`src/rtl/gpio_mask_pkg.sv`:
```
package gpio_mask_pkg;

  typedef struct packed {
    logic dataWr;
    logic dirWr;
    logic dataRd;
    logic dirRd;
  } gpioStrobe_t;

endpackage

```
`src/rtl/gpio_mask_ctrl.sv`:
```
module gpio_mask_ctrl
  import gpio_mask_pkg::*;
#(
  parameter int ADDR_W     = 12,
  parameter int PIN_W      = 8,
  parameter int DIR_OFFSET = 'h400
) (
  input  logic              apbSel,
  input  logic              apbEnable,
  input  logic              apbWrite,
  input  logic [ADDR_W-1:0] apbAddr,
  output gpioStrobe_t       strobe,
  output logic [PIN_W-1:0]  accMask
);

  localparam int MASK_LSB = 2;
  localparam int MASK_MSB = MASK_LSB + PIN_W - 1;
  localparam logic [ADDR_W-1:0] DIR_ADDR = ADDR_W'(DIR_OFFSET);

  logic inDataWin;
  logic inDirReg;
  logic accWrite;

  assign inDataWin = (apbAddr[ADDR_W-1:MASK_MSB+1] == '0);
  assign inDirReg  = (apbAddr[ADDR_W-1:MASK_LSB] == DIR_ADDR[ADDR_W-1:MASK_LSB]);
  assign accWrite  = apbSel && apbEnable && apbWrite;
  assign accMask   = apbAddr[MASK_MSB:MASK_LSB];

  always_comb begin
    strobe        = '0;
    strobe.dataWr = accWrite && inDataWin;
    strobe.dirWr  = accWrite && inDirReg;
    strobe.dataRd = apbSel && !apbWrite && inDataWin;
    strobe.dirRd  = apbSel && !apbWrite && inDirReg;
  end

endmodule

```
`src/rtl/gpio_mask_dpath.sv`:
```
module gpio_mask_dpath
  import gpio_mask_pkg::*;
#(
  parameter int PIN_W       = 8,
  parameter int DATA_W      = 32,
  parameter int SYNC_STAGES = 2
) (
  input  logic              clk,
  input  logic              rstN,
  input  gpioStrobe_t       strobe,
  input  logic [PIN_W-1:0]  accMask,
  input  logic [DATA_W-1:0] wrData,
  input  logic [PIN_W-1:0]  pinIn,
  output logic [DATA_W-1:0] rdData,
  output logic [PIN_W-1:0]  pinOut,
  output logic [PIN_W-1:0]  pinOutEn
);

  logic [PIN_W-1:0] dirReg;
  logic [PIN_W-1:0] outReg;
  logic [PIN_W-1:0] syncChain [SYNC_STAGES];
  logic [PIN_W-1:0] pinSync;
  logic [PIN_W-1:0] pinView;

  always_ff @(posedge clk or negedge rstN) begin
    if (!rstN) begin
      dirReg <= '0;
      outReg <= '0;
    end else begin
      if (strobe.dirWr)  dirReg <= wrData[PIN_W-1:0];
      if (strobe.dataWr) outReg <= (outReg & ~accMask) | (wrData[PIN_W-1:0] & accMask);
    end
  end

  generate
    for (genvar s = 0; s < SYNC_STAGES; s++) begin : g_sync
      always_ff @(posedge clk or negedge rstN) begin
        if (!rstN) syncChain[s] <= '0;
        else if (s == 0) syncChain[s] <= pinIn;
        else syncChain[s] <= syncChain[(s == 0) ? 0 : s-1];
      end
    end
  endgenerate

  assign pinSync = syncChain[SYNC_STAGES-1];

  generate
    for (genvar p = 0; p < PIN_W; p++) begin : g_view
      assign pinView[p] = dirReg[p] ? outReg[p] : pinSync[p];
    end
  endgenerate

  always_comb begin
    rdData = '0;
    if (strobe.dataRd)     rdData = DATA_W'(pinView & accMask);
    else if (strobe.dirRd) rdData = DATA_W'(dirReg);
  end

  assign pinOut   = outReg;
  assign pinOutEn = dirReg;

endmodule

```
`src/rtl/gpio_mask_port.sv`:
```
module gpio_mask_port
  import gpio_mask_pkg::*;
#(
  parameter int ADDR_W      = 12,
  parameter int DATA_W      = 32,
  parameter int PIN_W       = 8,
  parameter int SYNC_STAGES = 2,
  parameter int DIR_OFFSET  = 'h400
) (
  input  logic              apbClk,
  input  logic              apbRstN,
  input  logic              apbSel,
  input  logic              apbEnable,
  input  logic              apbWrite,
  input  logic [ADDR_W-1:0] apbAddr,
  input  logic [DATA_W-1:0] apbWdata,
  output logic [DATA_W-1:0] apbRdata,
  output logic              apbReady,
  output logic              apbSlvErr,
  input  logic [PIN_W-1:0]  pinIn,
  output logic [PIN_W-1:0]  pinOut,
  output logic [PIN_W-1:0]  pinOutEn
);

  gpioStrobe_t      strobe;
  logic [PIN_W-1:0] accMask;

  gpio_mask_ctrl #(
    .ADDR_W(ADDR_W), .PIN_W(PIN_W), .DIR_OFFSET(DIR_OFFSET)
  ) u_ctrl (
    .apbSel(apbSel), .apbEnable(apbEnable), .apbWrite(apbWrite),
    .apbAddr(apbAddr), .strobe(strobe), .accMask(accMask)
  );

  gpio_mask_dpath #(
    .PIN_W(PIN_W), .DATA_W(DATA_W), .SYNC_STAGES(SYNC_STAGES)
  ) u_dpath (
    .clk(apbClk), .rstN(apbRstN), .strobe(strobe), .accMask(accMask),
    .wrData(apbWdata), .pinIn(pinIn), .rdData(apbRdata),
    .pinOut(pinOut), .pinOutEn(pinOutEn)
  );

  assign apbReady  = 1'b1;
  assign apbSlvErr = 1'b0;

endmodule

```
`config.mk`:
```
export PLATFORM = sky130hd
export DESIGN_NAME = gpio_mask_port
export DESIGN_NICKNAME = d
export VERILOG_FILES = /design/src/rtl/gpio_mask_pkg.sv /design/src/rtl/gpio_mask_ctrl.sv /design/src/rtl/gpio_mask_dpath.sv /design/src/rtl/gpio_mask_port.sv
export SDC_FILE = /design/constraint.sdc
export NUM_CORES = 1
export LEC_CHECK = 0
export CAP_MARGIN = 20
export CORE_UTILIZATION = 37
export CTS_CLUSTER_SIZE = 12
export DETAILED_ROUTE_END_ITERATION = 10
export PLACE_DENSITY = 0.84
export SLEW_MARGIN = 25
export SYNTH_ARGS = -nofsm -noshare
export SYNTH_HDL_FRONTEND = slang
export SYNTH_HIERARCHICAL = 1
export SYNTH_SLANG_ARGS = --single-unit
```
`constraint.sdc`:
```
create_clock -name apbClk -period 4.5 [get_ports apbClk]
set_input_delay 0.9 -clock apbClk [delete_from_list [all_inputs] [get_ports apbClk]]
set_output_delay 0.9 -clock apbClk [all_outputs]
set_load 0.005 [all_outputs]
```
==> Yosys cells after proc, flatten, opt, wreduce, memory -nomap -nowiden <==
Cells that the tools add are included.
{ "totals": {"reg_bits": 32, "elab_cells": 29} }
{ "classes": {"n_eq_ne": 1, "muxes": 10, "bitwise_logic": 5, "reduce_logical": 9} }
{ "op_table": {"columns": ["cell", "n"], "rows": [
  ["bitwise AND 8 bit", 3],
  ["2-to-1 mux 8 bit", 2],
  ["equality test 10 x 9 -> 1 bit, second input constant", 1],
  ["2-to-1 mux 1 bit", 8],
  ["NOT 8 bit", 1],
  ["OR 8 bit", 1],
  ["logical AND 1 bit", 7],
  ["logical NOT 2 bit", 1],
  ["logical NOT 1 bit", 1]
]} }

==> Logic depth before layout (Yosys ltp) <==
{ "logic_depth": {"ltp_word": 5, "ltp_mapped": 5, "ltp_nobuf": 4} }

==> Modules after synthesis <==
Netlist, hierarchy kept.
{ "by_module_without_submodules": {"columns": ["mod", "n_inst", "cells_per_inst", "area_per_inst_um2"], "rows": [
  ["gpio_mask_dpath", 1, 104, 1397.6],
  ["gpio_mask_ctrl", 1, 17, 117.6],
  ["gpio_mask_port", 1, 4, 22.5]
]} }

==> Worst setup path before layout <==
No wires, ideal clock.
{ "synth_path": {"path_kind": "input-to-output", "from": "input apbAddr[9]", "to": "output apbRdata[0]", "t_arrival_ps": 2172, "slack_ps": 1428, "stages": 5, "cell_sequence": "or4b_1 nor4_1 nor2b_1 buf_2 a32o_1"} }
{ "synth_lines": {"columns": ["element", "line_no", "source"], "rows": [
  ["from (decl)", "gpio_mask_port.sv:15", "input logic [ADDR_W-1:0] apbAddr,"],
  ["to (decl)", "gpio_mask_port.sv:17", "output logic [DATA_W-1:0] apbRdata,"]
]} }

==> flow_summary.json <==
{
  "hold-path-cell-count": 0,
  "via_per_inst": 4.50,
  "dp.final_hpwl_microns": 2260,
  "overflow": 0,
  "initial_core_util_pct": 38.4,
  "slew_viol_final": 0,
  "cts_hold_buf": 0,
  "synth_cells": 125,
  "grt_setup_unrepaired": "false",
  "drc": 0,
  "leakage_nw": 0.913,
  "p_int_uw": 493,
  "slew_headroom_pct": 53.9,
  "synthXorXnorAreaFrac_pct": 0,
  "drt_iter0_markers": 17,
  "rows": 23,
  "die_x_microns": 66.5,
  "track_usage_pct": 14.9,
  "grt_pass1_wl_microns": 4710,
  "cts_buffers": 5,
  "ctsLongestPathBuffers": 2,
  "routed_wl_microns": 3060,
  "crit_path_max_fanout": 4,
  "hold-worst-slack_ns": 0.347,
  "cts-root-buf": "clkbuf_8",
  "pwr-share-comb_pct": 14.8,
  "ys_warn_count": 6,
  "worstPathArrival_ns": 3.37,
  "antenna_found_initial": 0,
  "clock_power_share_pct": 34.6,
  "synth_top_area_share_pct": 52.1,
  "postCtsResizedCells": 0,
  "crit_path_start_kind": "input port",
  "fin_worst_skew_ns": 0.00382,
  "final_common_cell": "clkdlybuf4s50_1",
  "ant_nets": 0,
  "tritoncts": "yes",
  "hp-class": "reg2reg",
  "place_ws_ns": 0.242,
  "drv_cap": 0,
  "die_h_microns": 66.5,
  "hold_viol_final": 0,
  "place.gp.congestion": 0.661,
  "yosys_register_bits": 32,
  "syn_area_per_cell_sq_um": 12.3,
  "synth_top_area_cell": "dfrtp_1",
  "synth_fa_ha_area_share_pct": 0,
  "setup_viol": 0,
  "crit_start": "apbAddr[9]",
  "nFillCells": 382,
  "synth_area_leaders": "dfrtp_1 52%, buf_4 17%, mux2_2 12%",
  "finalNetCount": 233,
  "first_pass_iters": 2,
  "ys_types": 19,
  "synthSimpleGateAreaFrac_pct": 7.89,
  "htreeDepth": 2,
  "cp.required_ns": 3.60,
  "finalSetupTns_ns": 0,
  "num_io_pins": 107,
  "synth_mux_area_share_pct": 16.8,
  "hp-start": "u_dpath/syncChain[11]$_DFF_PN0_",
  "period_minus_slack_ns": 4.27,
  "status": "finished, final reports clean",
  "r2r_start": "u_dpath/pinOutEn[5]$_DFFE_PN0P_",
  "p_sw_uw": 143,
  "floorplan.die_area_sq_mm": 0.00442,
  "max_clock_freq_mhz": 234,
  "r2r_cells": 1,
  "grt_max_degree": 33,
  "num_vias": 1021,
  "p_seq_share_pct": 50.6,
  "synth_top_family_by_area": "buffers and inverters",
  "end_kind": "output pin",
  "yosysSeqAreaShare_pct": 52.1,
  "drive_gt1_share_pct": 18.1,
  "worstSetupPathType": "in2out",
  "cts_sinks": 32,
  "grt_pass1_vias": 1030,
  "wire_per_inst_microns": 13.5,
  "diodes": 0,
  "mostFrequentLayoutCells": "54 x clkdlybuf4s50_1, 32 x dfrtp_1, 26 x conb_1",
  "insertion_delay_ns": 0.28,
  "area_growth_pct": 36.1,
  "cts_post_setup_buffers_inserted": 0,
  "portBuffers": 54,
  "p_per_area_mw_per_mm2": 304,
  "syn_area_sq_mm": 0.00154,
  "ir_worst_vdd_uv": 188,
  "clkTransAtPathRegs_ns": 0.06,
  "synth_compound_area_share_pct": 4.56,
  "fin_ws_ns": 0.230,
  "min_period_over_period_pct": 94.9,
  "coreArea_sq_mm": 0.00400,
  "swShare_pct": 22.4,
  "tightest_slew_ns": 0.687
}
routing by layer:
layer	up-vias	part of all wire (%)	GRT usage (%)
met5	-	0	0
met4	0	1.4	6.38
met3	6	5.0	3.77
met2	42	56	27.9
met1	497	38	15.5
li1	476	-	-
path summary, 6_finish.rpt:
path	endpoint	slack, ns
setup reg to reg	u_dpath/pinOutEn[5]$_DFFE_PN0P_	3.70
hold / removal	u_dpath/pinSync[3]$_DFF_PN0_	0.35
setup / recovery	apbRdata[2]	0.23
hold reg to reg	u_dpath/pinSync[3]$_DFF_PN0_	0.35
max in group asynchronous	u_dpath/pinOutEn[6]$_DFFE_PN0P_	3.19
min in group asynchronous	async pin	1.02
power by group through the flow:
stage	sequential [mW]	combinational, mW	clock [mW]
floorplan	0.326	0.0462	0
global placement	0.326	0.0930	0
detailed placement	0.327	0.0947	0
CTS	0.322	0.0952	0.229
global route	0.324	0.104	0.240
finish	0.322	0.0944	0.220
synth_stat cells, drive strengths merged:
| library cell | count |
|---|---|
| a32o | 7 |
| buf | 38 |
| conb | 3 |
| dfrtp | 32 |
| mux2 | 23 |
| nand2 | 8 |
| nand2b | 1 |
| nand3 | 2 |
| nand3b | 1 |
| nand4 | 1 |
| nand4b | 1 |
| nor2b | 1 |
| nor3 | 2 |
| nor4 | 2 |
| or2 | 1 |
| or4 | 1 |
| or4b | 1 |
worst max-delay path, cell delays in order:
cell and delay, ns:
clkdlybuf4s50_1 0.47, or4b_1 0.59, nor4_1 0.35, nor2b_1 0.25
buf_4 0.17, a32o_1 0.13, clkdlybuf4s50_1 0.52
final cells by class:
type / instances / area (sq um) / area share, %
sequential: 32 / 801 / 38.3
timing repair buffer: 59 / 578 / 27.6
tap: 50 / 62.6 / 2.99
multi-input combinational: 78 / 559 / 26.7
clock inverter: 2 / 10.0 / 0.478
clock buffer: 6 / 82.6 / 3.95
per-stage QoR:
step / cell area, sq um / instances / utilization [%] / total power, mW
2_1_floorplan: 1620 / 148 / - / 0.372
3_3_place_gp: 2000 / 219 / 49.9 / 0.419
6_report: 2090 / 227 / 52.3 / 0.636
5_1_grt: 2090 / 227 / 52.3 / 0.668
3_5_place_dp: 2000 / 219 / 49.9 / 0.422
4_1_cts: 2090 / 227 / 52.2 / 0.646
cell families (layout without fill, tap and decap cells):
group	Yosys count	count (layout)
and+or+nand+nor	22	22
buffers and inverters	38	67
muxes	23	23
AOI/OAI and AO/OA	7	7
other	3	26
DFF	32	32
Power figures use the tool's default switching activity.
